[src/rtl/sbs_pkg.sv]
package sbs_pkg;
    localparam int LANES  = 4;
    localparam int LANE_W = 8;
    localparam int DATA_W = LANES * LANE_W;

    typedef enum logic [1:0] {
        K_HOLD  = 2'd0,
        K_ADV   = 2'd1,
        K_LOAD  = 2'd2,
        K_DESEL = 2'd3
    } kind_t;
endpackage

[src/rtl/sbs_ctrl.sv]
module sbs_ctrl #(
    parameter int AW = 4
) (
    input  logic          clk,
    input  logic          rst_n,
    input  logic [AW-1:0] addr,
    input  logic          cs1_n,
    input  logic          cs2,
    input  logic          cs3_n,
    input  logic          strb_p_n,
    input  logic          strb_c_n,
    input  logic          adv_n,
    output logic [AW-1:0] acc_addr,
    output logic          acc_live,
    output logic          sel_q,
    output logic          mask_q
);
    import sbs_pkg::*;

    typedef struct packed {
        logic [AW-1:0] addr;
        logic          sel;
        logic          mask;
    } st_t;

    st_t   st_d, st_q;
    kind_t kind;
    logic  p_take, load, en_ok;

    always_comb begin
        p_take = !strb_p_n && !cs1_n;
        load   = p_take || !strb_c_n;
        en_ok  = !cs1_n && cs2 && !cs3_n;
        if (load)
            kind = en_ok ? K_LOAD : K_DESEL;
        else if (!adv_n && st_q.sel)
            kind = K_ADV;
        else
            kind = K_HOLD;

        st_d = st_q;
        case (kind)
            K_LOAD: begin
                st_d.addr = addr;
                st_d.sel  = 1'b1;
            end
            K_DESEL: st_d.sel = 1'b0;
            K_ADV:   st_d.addr = {st_q.addr[AW-1:2], 2'(st_q.addr[1:0] + 2'd1)};
            default: st_d = st_q;
        endcase
        st_d.mask = st_d.sel && !st_q.sel;
    end

    always_ff @(posedge clk or negedge rst_n) begin
        if (!rst_n)
            st_q <= '0;
        else
            st_q <= st_d;
    end

    assign acc_addr = st_d.addr;
    assign acc_live = st_d.sel;
    assign sel_q    = st_q.sel;
    assign mask_q   = st_q.mask;

    AST_LOAD_CAPTURE: assert property (@(posedge clk) disable iff (!rst_n)
        (load && en_ok) |=> (st_q.sel && st_q.addr == $past(addr)));
    AST_P_IGNORED: assert property (@(posedge clk) disable iff (!rst_n)
        (!strb_p_n && cs1_n && strb_c_n && adv_n && st_q.sel) |=> (st_q.sel && $stable(st_q.addr)));
    AST_CE_NOT_SAMPLED: assert property (@(posedge clk) disable iff (!rst_n)
        (!load) |=> (st_q.sel == $past(st_q.sel)));
    AST_ADV_STEP: assert property (@(posedge clk) disable iff (!rst_n)
        (!load && !adv_n && st_q.sel) |=> (st_q.addr[AW-1:2] == $past(st_q.addr[AW-1:2])
            && st_q.addr[1:0] == 2'($past(st_q.addr[1:0]) + 2'd1)));
    AST_DESELECT: assert property (@(posedge clk) disable iff (!rst_n)
        (load && !en_ok) |=> !st_q.sel);
endmodule

[src/rtl/sbs_wdec.sv]
module sbs_wdec (
    input  logic                    clk,
    input  logic                    rst_n,
    input  logic                    live,
    input  logic                    gw_n,
    input  logic                    bwe_n,
    input  logic [sbs_pkg::LANES-1:0] bsel_n,
    output logic [sbs_pkg::LANES-1:0] we
);
    import sbs_pkg::*;

    for (genvar i = 0; i < LANES; i++) begin : g_lane
        always_comb we[i] = live && (!gw_n || (!bwe_n && !bsel_n[i]));
    end

    AST_GW_ALL_LANES: assert property (@(posedge clk) disable iff (!rst_n)
        (live && !gw_n) |-> (we == {LANES{1'b1}}));
    AST_NO_WRITE_IDLE: assert property (@(posedge clk) disable iff (!rst_n)
        (gw_n && bwe_n) |-> (we == '0));
    AST_DESEL_NO_WRITE: assert property (@(posedge clk) disable iff (!rst_n)
        (!live) |-> (we == '0));
endmodule

[src/rtl/sbs_lanes.sv]
module sbs_lanes #(
    parameter int DEPTH = 16,
    parameter int AW    = 4
) (
    input  logic                      clk,
    input  logic                      rst_n,
    input  logic [AW-1:0]             acc_addr,
    input  logic [sbs_pkg::LANES-1:0] we,
    input  logic [sbs_pkg::DATA_W-1:0] wdata,
    output logic [sbs_pkg::DATA_W-1:0] rd_q
);
    import sbs_pkg::*;

    for (genvar i = 0; i < LANES; i++) begin : g_lane
        logic [LANE_W-1:0] mem [DEPTH];
        logic [LANE_W-1:0] rd_d;

        always_comb rd_d = mem[acc_addr];

        always_ff @(posedge clk) begin
            if (we[i])
                mem[acc_addr] <= wdata[i*LANE_W +: LANE_W];
        end

        always_ff @(posedge clk or negedge rst_n) begin
            if (!rst_n)
                rd_q[i*LANE_W +: LANE_W] <= '0;
            else
                rd_q[i*LANE_W +: LANE_W] <= rd_d;
        end
    end
endmodule

[src/rtl/sburst_sram.sv]
module sburst_sram #(
    parameter int DEPTH = 16,
    localparam int AW   = $clog2(DEPTH)
) (
    input  logic          clk,
    input  logic          rst_n,
    input  logic [AW-1:0] addr,
    input  logic          cs1_n,
    input  logic          cs2,
    input  logic          cs3_n,
    input  logic          strb_p_n,
    input  logic          strb_c_n,
    input  logic          adv_n,
    input  logic          gw_n,
    input  logic          bwe_n,
    input  logic [3:0]    bsel_n,
    input  logic [31:0]   wdata,
    input  logic          oe_n,
    output logic [31:0]   rdata,
    output logic          rvalid
);
    import sbs_pkg::*;

    logic [AW-1:0]     acc_addr;
    logic              acc_live, sel_q, mask_q;
    logic [LANES-1:0]  we;
    logic [DATA_W-1:0] rd_q;

    sbs_ctrl #(.AW(AW)) i_ctrl (
        .clk(clk), .rst_n(rst_n), .addr(addr),
        .cs1_n(cs1_n), .cs2(cs2), .cs3_n(cs3_n),
        .strb_p_n(strb_p_n), .strb_c_n(strb_c_n), .adv_n(adv_n),
        .acc_addr(acc_addr), .acc_live(acc_live),
        .sel_q(sel_q), .mask_q(mask_q)
    );

    sbs_wdec i_wdec (
        .clk(clk), .rst_n(rst_n), .live(acc_live),
        .gw_n(gw_n), .bwe_n(bwe_n), .bsel_n(bsel_n), .we(we)
    );

    sbs_lanes #(.DEPTH(DEPTH), .AW(AW)) i_lanes (
        .clk(clk), .rst_n(rst_n), .acc_addr(acc_addr),
        .we(we), .wdata(wdata), .rd_q(rd_q)
    );

    always_comb begin
        rvalid = !oe_n && sel_q && !mask_q;
        rdata  = rvalid ? rd_q : '0;
    end

    AST_FIRST_CYCLE_MASK: assert property (@(posedge clk) disable iff (!rst_n)
        $rose(sel_q) |-> !rvalid);
    AST_OE_QUIET: assert property (@(posedge clk) disable iff (!rst_n)
        oe_n |-> (!rvalid && rdata == '0));
    AST_DESEL_QUIET: assert property (@(posedge clk) disable iff (!rst_n)
        !sel_q |-> !rvalid);
endmodule

[config.mk]
export PLATFORM = sky130hd
export DESIGN_NAME = sburst_sram
export DESIGN_NICKNAME = d
export VERILOG_FILES = /design/src/rtl/sbs_pkg.sv /design/src/rtl/sbs_ctrl.sv /design/src/rtl/sbs_wdec.sv /design/src/rtl/sbs_lanes.sv /design/src/rtl/sburst_sram.sv
export SDC_FILE = /design/constraint.sdc
export NUM_CORES = 1
export LEC_CHECK = 0
export BUFFER_PORTS_ARGS = -buffer_cell sky130_fd_sc_hd__buf_2
export CAP_MARGIN = 10
export CORE_ASPECT_RATIO = 1.25
export CORE_MARGIN = 1.5
export CORE_UTILIZATION = 61
export DETAILED_ROUTE_END_ITERATION = 6
export MAX_ROUTING_LAYER = met4
export PLACE_DENSITY = 0.9
export SLEW_MARGIN = 20
export SYNTH_ARGS = -nofsm -noshare
export SYNTH_HDL_FRONTEND = slang
export SYNTH_HIERARCHICAL = 1
export SYNTH_SLANG_ARGS = --single-unit
[constraint.sdc]
create_clock -name clk -period 3.2 [get_ports clk]
set_input_delay 0.32 -clock clk [delete_from_list [all_inputs] [get_ports clk]]
set_output_delay 0.32 -clock clk [all_outputs]
set_load 0.02 [all_outputs]
# After elaboration in Yosys (flattened, before gate mapping)
# Memory sizes are Yosys's and may differ from the RTL's. A register that Yosys moved wholly into a read port is not among the register bits.
# Index checks and enable logic that the tools add are counted.
# Widths: inputs -> output; s select.
[op_classes]
n_reduce_logical = 38
add_sub_neg = 1
n_mux = 14
eq_ne = 3
[ops]
columns = ["op", "n"]
rows = [
  ["$mux 32", 1],
  ["$logic_not 1->1", 18],
  ["$logic_and 1x1->1", 15],
  ["$mux 1", 10],
  ["$pmux 4 s2", 1],
  ["$logic_or 1x1->1", 5],
  ["$eq 2x2->1 const B", 2],
  ["$add 2x1->2 const B", 1],
  ["$eq 2x1->1 const B", 1],
  ["$mux 2", 1],
  ["$pmux 1 s2", 1],
]
[word_totals]
inputBits = 51
n_memories = 4
register_bits = 6
wordCells = 63
out_inout_bits = 33
ramBits = 512
[mem_list]
columns = ["memory", "depth", "width", "read_ports", "rd_ports_with_merged_regs", "write_ports", "line_no", "text"]
rows = [
  ["i_lanes.g_lane[0].mem", 16, 8, 1, 1, 1, "sbs_lanes.sv:15", "logic [LANE_W-1:0] mem [DEPTH];"],
  ["i_lanes.g_lane[1].mem", 16, 8, 1, 1, 1, "sbs_lanes.sv:15", ""],
  ["i_lanes.g_lane[2].mem", 16, 8, 1, 1, 1, "sbs_lanes.sv:15", ""],
  ["i_lanes.g_lane[3].mem", 16, 8, 1, 1, 1, "sbs_lanes.sv:15", ""],
]

# Longest topological paths before layout
# Gate-level depths: netlist of the first run.
[logic_depth]
ltp_word = 10
depth_mapped = 11
depth_no_buf = 7

# By module
# Netlist of the first run, hierarchy kept.
[by_module_without_submodules]
columns = ["mod", "area_each_um2", "cells_each", "seq_area_each_um2", "n_inst"]
rows = [
  ["sbs_lanes", 20285.7, 911, 16175.5, 1],
  ["sburst_sram", 614.3, 42, 0.0, 1],
  ["sbs_ctrl", 286.5, 29, 150.1, 1],
  ["sbs_wdec", 45.0, 8, 0.0, 1],
]

# Worst setup path after synthesis of the first run
# OpenSTA, ideal clock, no wires.
[synth_timing]
kind = "input -> register"
from = "input cs1_n"
to = "memory i_lanes.g_lane[0].mem[2][0], enable pin"
stages = 11
path_slack_ns = 0.537
arrival_time_ns = 2.293
n_path_buf = 4
setup_time_ns = 0.370
t_required_ns = 2.830
cell_sequence = "o211ai_1 > a2bb2oi_1 > o21ai_0 > nand2_1 > buf_4 > buf_2 > buf_4 > buf_2 > nor2b_1 > nand2_1 > nor2_1"
[synth_lines]
columns = ["item", "line_no", "text"]
rows = [
  ["from (decl)", "sburst_sram.sv:8", "input logic cs1_n,"],
  ["to (decl)", "sbs_lanes.sv:15", ""],
]

# Worst setup path in the final report of the first run
[layout_timing]
from = "register i_ctrl.st_q, in the netlist i_ctrl/sel_q"
to = "memory i_lanes.g_lane[3].mem[2][3], enable pin"
[layout_between]
elab_cells_between_ends = 11
cone_classes = "eq/ne: 3; mux: 6; reduce/logical: 2"
[layout_lines]
columns = ["item", "line_no", "text"]
rows = [
  ["from (decl)", "sbs_ctrl.sv:26", "st_t st_d, st_q;"],
  ["from (signal assigned)", "sbs_ctrl.sv:58", "st_q <= st_d;"],
  ["$logic_and 1x1->1 *", "sbs_ctrl.sv:36", "else if (!adv_n && st_q.sel)"],
  ["$mux 1 *", "sbs_ctrl.sv:36", ""],
  ["$mux 2 *", "sbs_ctrl.sv:34", "if (load)"],
  ["$eq 2x1->1 or $eq 2x2->1 (tied branches)", "sbs_ctrl.sv:42", "case (kind)"],
  ["$pmux 4 s2 *", "sbs_ctrl.sv:42", ""],
  ["named net acc_addr[1]", "sburst_sram.sv:24", "logic [AW-1:0] acc_addr;"],
  ["to (decl)", "sbs_lanes.sv:15", ""],
]
# The timed path passes the listed nets; every way through them passes the cells marked *.

==> results.yml, run 1 <==
place:
  place_ws_ns: 0.184
  port_buffers: 83
  dp_hpwl_um: 28900
  place.gp.congestion: 0.821
sta:
  min_period_ns: 2.95
  holdWs_ns: 0.107
  period_share: 0.921
  grt_setup_unrepaired: "false"
  fin_ws_ns: 0.253
  max_slew_margin: 0.216
  final_hold_viol_count: 0
  slew_viol_final: 0
  fin_setup_tns_ns: 0
  finalSetupViolCount: 0
  worstMarginPinSlew_ns: 1.18
  fin_skew_ns: 0.0127
  max_freq_mhz: 339
finish:
  postLayoutCoreUtil: 0.704
  nNetsFinal: 1198
  layout_commonest_cell: "edfxtp_1"
  n_fill_cell: 1925
  area_growth_pct: 14.2
  layout_common_cells: "512 x edfxtp_1, 128 x mux4_2, 81 x buf_2"
  layout-drive-gt1-share: 0.342
clock_tree:
  clk_latency_ns: 0.57
  clock_path_buffers: 3
  cts-resized-gates: 0
  root_buffer: "clkbuf_16"
  cts_tree: "built"
  clkTransAtPathRegs_ns: 0.06
  htree_levels: 2
  cts_sinks: 550
  cts_setup_buffers: 0
  cts_buffers: 50
detailed_routing:
  ant_nets: 0
  wl_um: 49800
  drcViolationCount: 0
  via_count: 11100
  firstDrtPassIters: 6
  routedWlPerCell_um: 30.1
  drt_iter0_drc: 1653
  routed_via_density: 6.68
synth:
  ys_seq_area_frac: 0.769
  syn_inst: 990
  syn-num-nets: 1041
  synth-compound-area-share: 0.0259
  synthDistinctLibCells: 27
  yosys.area_share.adder: 0
  synth_top_family_by_area: "multiplexers"
  postSynthAreaPerCell_um2: 21.4
  yosys_warnings: 6
  syn_area_mm2: 0.0212
  yosys.area_share.simple: 0.0524
  post_synth_xor_area_fraction: 0
  synth_mux_area_frac: 0.136
  synth-seq-cells: 550
critical_path:
  cpPeakStageDelay_ns: 0.47
  arrival_ns: 3.22
  start_kind: "flop"
  crit_type: "flop to flop"
  cp_max_fo: 16
  cp-end-kind: "flop"
  cpMaxStageDelayCell: "nor2b_1"
  required_ns: 3.47
  path_cells: "o211ai_1 > a2bb2oi_1 > o21ai_0 > nand2_4 > nor2b_1 > nand2_1 > nor2_1 > buf_4"
die:
  die_w_um: 170
  initial_core_util: 0.617
  die-area_mm2: 0.0359
  io_pins: 84
  die_y_um: 212
  row_count: 76
  core_mm2: 0.0344
pwr:
  leakagePower_nw: 8.01
  irDropWorstVdd_mv: 0.493
  p_per_area_mw_per_mm2: 671
worst_hold_path:
  hold_path.class: "input pin to flop"
job:
  cap_violations: 0
run_status:
  status: "finished clean"
global_routing:
  grt_pass1_wl_um: 73900
  grt_pass1_vias: 11500
  grt_max_degree: 41
  grt_overflow: 0
  antenna_found_initial: 1
  grt_usage: 0.297
-- kinds of logic after synthesis --
group / after synthesis
mux: 128
flops: 550
compound gates: 74
buf+inv: 65
simple gates: 173
-- state kept, by name (all words and copies together), names as in the netlist --
signal and flops:
i_ctrl/st_q 4, i_lanes/rd_q 32, i_ctrl/sel_q 1, i_ctrl/mask_q 1, i_lanes/g_lane.mem 512
-- cell type report --
| type | count | area (um2) | area share |
|---|---|---|---|
| flip-flops and latches | 550 | 16300 | 0.673 |
| repair buffers | 170 | 1180 | 0.0485 |
| diodes | 1 | 2.50 | 0.000103 |
| clock buffers | 67 | 1410 | 0.0581 |
| clock inverters | 26 | 175 | 0.00722 |
| multi-input cells | 375 | 4570 | 0.189 |
| well taps | 468 | 586 | 0.0242 |
-- power by group --
part           switching (mW)  internal [mW]  total [mW]
clock                    2.51           3.25        5.76
combinational            1.24           1.06        2.31
sequential              0.109           8.09        8.20
-- layer usage --
metal,vias to the layer above,GRT usage,part of all wire
met5,-,-,0
met4,0,0.117,0.038
met3,149,0.0561,0.099
met2,850,0.490,0.52
met1,5660,0.368,0.34
li1,4402,-,-
-- critical path, delay by kind of cell, from the launching register on --
kind            cells  cell delay, ns
compound gates      3            0.66
flops               1            0.40
buf+inv             1            0.25
simple gates        4            1.34
-- synth_stat cells, drive strengths merged --
library cell | count | share of area
a211oi | 1 | 0.00059
clkbuf | 32 | 0.0057
a21oi | 1 | 0.00024
nor3b | 1 | 0.00035
a22oi | 64 | 0.023
o211ai | 1 | 0.00035
buf | 33 | 0.011
dfrtp | 38 | 0.045
nor4b | 1 | 0.00041
or2 | 1 | 0.00029
o21ai | 5 | 0.0012
nor4bb | 29 | 0.023
nand3 | 4 | 0.00094
nand2b | 2 | 0.00059
nor2b | 4 | 0.0012
a221o | 1 | 0.00047
nor2 | 67 | 0.012
and4bb | 3 | 0.0018
edfxtp | 512 | 0.72
a2bb2oi | 1 | 0.00041
nor3 | 1 | 0.00024
mux4 | 128 | 0.14
nand2 | 54 | 0.0095
and2 | 6 | 0.0018
-- stage by stage --
step / area (um2) / power [mW] / std cells
floorplan: 21200 / 9.90 / 990
global placement: 22600 / 10.5 / 1562
detailed placement: 22600 / 10.6 / 1562
CTS: 24200 / 16.3 / 1655
global route: 24200 / 16.7 / 1657
finish: 24200 / 16.3 / 1657
-- worst paths after layout --
| kind | slack [ns] | start | end | depth (start not counted) |
|---|---|---|---|---|
| max reg2reg | 0.25 | i_ctrl/sel_q | i_lanes/g_lane[3].mem[2][3] | 8 |
| max in group asynchronous | 2.36 | rst_n | i_ctrl/mask_q | 2 |
| min reg2reg | 0.69 | i_lanes/g_lane[3].mem[7][4] | i_lanes/rd_q[28] | 3 |
| min | 0.11 | cs2 | i_ctrl/mask_q | 3 |
| min in group asynchronous | 0.36 | rst_n | i_lanes/rd_q[12] | 2 |
| max | 0.25 | i_ctrl/sel_q | i_lanes/g_lane[3].mem[2][3] | 8 |
-- timing repair --
| item | in CTS | in global routing |
|---|---|---|
| hold buffers | 0 | 1 |
| hold endpoints to repair | 0 | 38 |
| setup endpoints to repair | 0 | 0 |
Note: power is estimated with default switching activity, not from simulation.
==> run 2: changes to the inputs <==
clock period = 3.3 ns   (was 3.2 ns; I/O delays follow)
==> results.yml, run 2 (synthesized netlist as in run 1, its figures left out) <==
die:
  die_w_um: 170
  die_y_um: 212
  die-area_mm2: 0.0359
  core_mm2: 0.0344
  initial_core_util: 0.617
  io_pins: 84
  row_count: 76
sta:
  max_slew_margin: 0.220
  slew_viol_final: 0
  min_period_ns: 2.80
  grt_setup_unrepaired: "false"
  fin_setup_tns_ns: 0
  max_freq_mhz: 357
  finalSetupViolCount: 0
  period_share: 0.849
  worstMarginPinSlew_ns: 1.17
  fin_ws_ns: 0.498
  fin_skew_ns: 0.0328
  final_hold_viol_count: 0
global_routing:
  grt_overflow: 0
  antenna_found_initial: 0
  grt_max_degree: 61
  grt_pass1_vias: 11600
  grt_pass1_wl_um: 75500
  grt_usage: 0.306
run_status:
  status: "finished clean"
critical_path:
  cp-end-kind: "flop"
  required_ns: 3.59
  arrival_ns: 3.09
  crit_type: "flop to flop"
  start_kind: "flop"
  cp_max_fo: 25
  crit_path_start: "i_ctrl/sel_q"
  timing.rr.start: "i_ctrl/sel_q"
worst_hold_path:
  hold_path.class: "input pin to flop"
  min_from: "cs2"
finish:
  layout_commonest_cell: "edfxtp_1"
  layout-drive-gt1-share: 0.346
  layout_common_cells: "512 x edfxtp_1, 128 x mux4_2, 82 x buf_2"
  regMostFlops: "i_lanes/g_lane.mem"
  area_growth_pct: 14.3
  largest_reg_flops: 512
  antenna_cells: 0
  n_fill_cell: 1911
  nNetsFinal: 1192
  top_regs: "i_lanes/g_lane.mem: 512 flops, i_lanes/rd_q: 32 flops, i_ctrl/st_q: 4 flops"
  regArea_mm2: 0.0163
  multi_input_area_mm2: 0.00457
clock_tree:
  clk_latency_ns: 0.60
  clock_path_buffers: 3
  root_buffer: "clkbuf_16"
  cts_tree: "built"
  cts_buffers: 50
  clkTransAtPathRegs_ns: 0.07
  htree_levels: 2
  cts_sinks: 550
  cts-resized-gates: 0
pwr:
  leakagePower_nw: 8.01
  p_per_area_mw_per_mm2: 662
  irDropWorstVdd_mv: 0.728
detailed_routing:
  wl_um: 51100
  drt_iter0_drc: 1578
  via_count: 11100
  ant_nets: 0
  firstDrtPassIters: 5
  routedWlPerCell_um: 30.9
  drcViolationCount: 0
  routed_via_density: 6.71
place:
  place_ws_ns: 0.349
  place.gp.congestion: 0.839
  port_buffers: 83
  dp_hpwl_um: 29100
job:
  cap_violations: 0
run 2: cell count changes in the layout (fill, tap and decap cells not counted), sizes merged:
cell      previous run  this run
diode                1         0
buf                169       163
inv                  1         2
bufinv               2         6
clkinvlp             1         4
clkinv              22        21
clkbuf              67        61
run 2: power breakdown:
part / switching (mW) / total, mW / internal [mW]
Clock: 2.53 / 5.86 / 3.34
Combinational: 1.23 / 2.24 / 1.01
Sequential: 0.105 / 7.95 / 7.85
run 2: timing repair:
action	in CTS	in global routing
setup buffers	0	0
setup endpoints to repair	0	0
hold endpoints to repair	38	0
hold buffers	1	0
run 2: path summary, 6_finish.rpt:
check / endpoint / slack, ns / cells after the start
setup / recovery: i_lanes/g_lane[3].mem[11][3] / 0.50 / 8
hold / removal: i_ctrl/mask_q / 0.07 / 3
setup reg to reg: i_lanes/g_lane[3].mem[11][3] / 0.50 / 8
hold reg to reg: i_lanes/rd_q[8] / 0.67 / 3
max in group asynchronous: i_ctrl/mask_q / 2.49 / 2
min in group asynchronous: i_lanes/rd_q[10] / 0.33 / 2
run 2: per-layer routing:
layer / track usage / part of all wire
met5: - / 0
met4: 0.110 / 0.036
met3: 0.0516 / 0.098
met2: 0.516 / 0.53
met1: 0.377 / 0.34
run 2: layout make-up:
type | instances | share of cell area
flip-flops and latches | 550 | 0.673
clock buffers | 61 | 0.0545
well taps | 468 | 0.0241
multi-input cells | 375 | 0.188
repair buffers | 164 | 0.0460
clock inverters | 33 | 0.0140
run 2: worst max-delay path, stage by stage, from the launching register on:
cell	delay, ns
dfrtp_1	0.39
o211ai_1	0.17
a2bb2oi_1	0.26
o21ai_0	0.20
nand2_4	0.28
buf_4	0.41
nand3_1	0.23
nor2_1	0.34
buf_4	0.22
run 2: metrics by stage:
| stage | std cells | instance area [um2] | util | power [mW] | hold slack (ns) |
|---|---|---|---|---|---|
| global placement | 1556 | 22600 | 0.656 | 10.1 | 0.611 |
| floorplan | 990 | 21200 | - | 9.60 | 0.0344 |
| detailed placement | 1556 | 22600 | 0.656 | 10.2 | 0.403 |
| finish | 1651 | 24300 | 0.705 | 16.1 | 0.0655 |
| global route | 1651 | 24300 | 0.705 | 16.5 | 0.107 |
| CTS | 1651 | 24300 | 0.705 | 16.1 | 0.0628 |
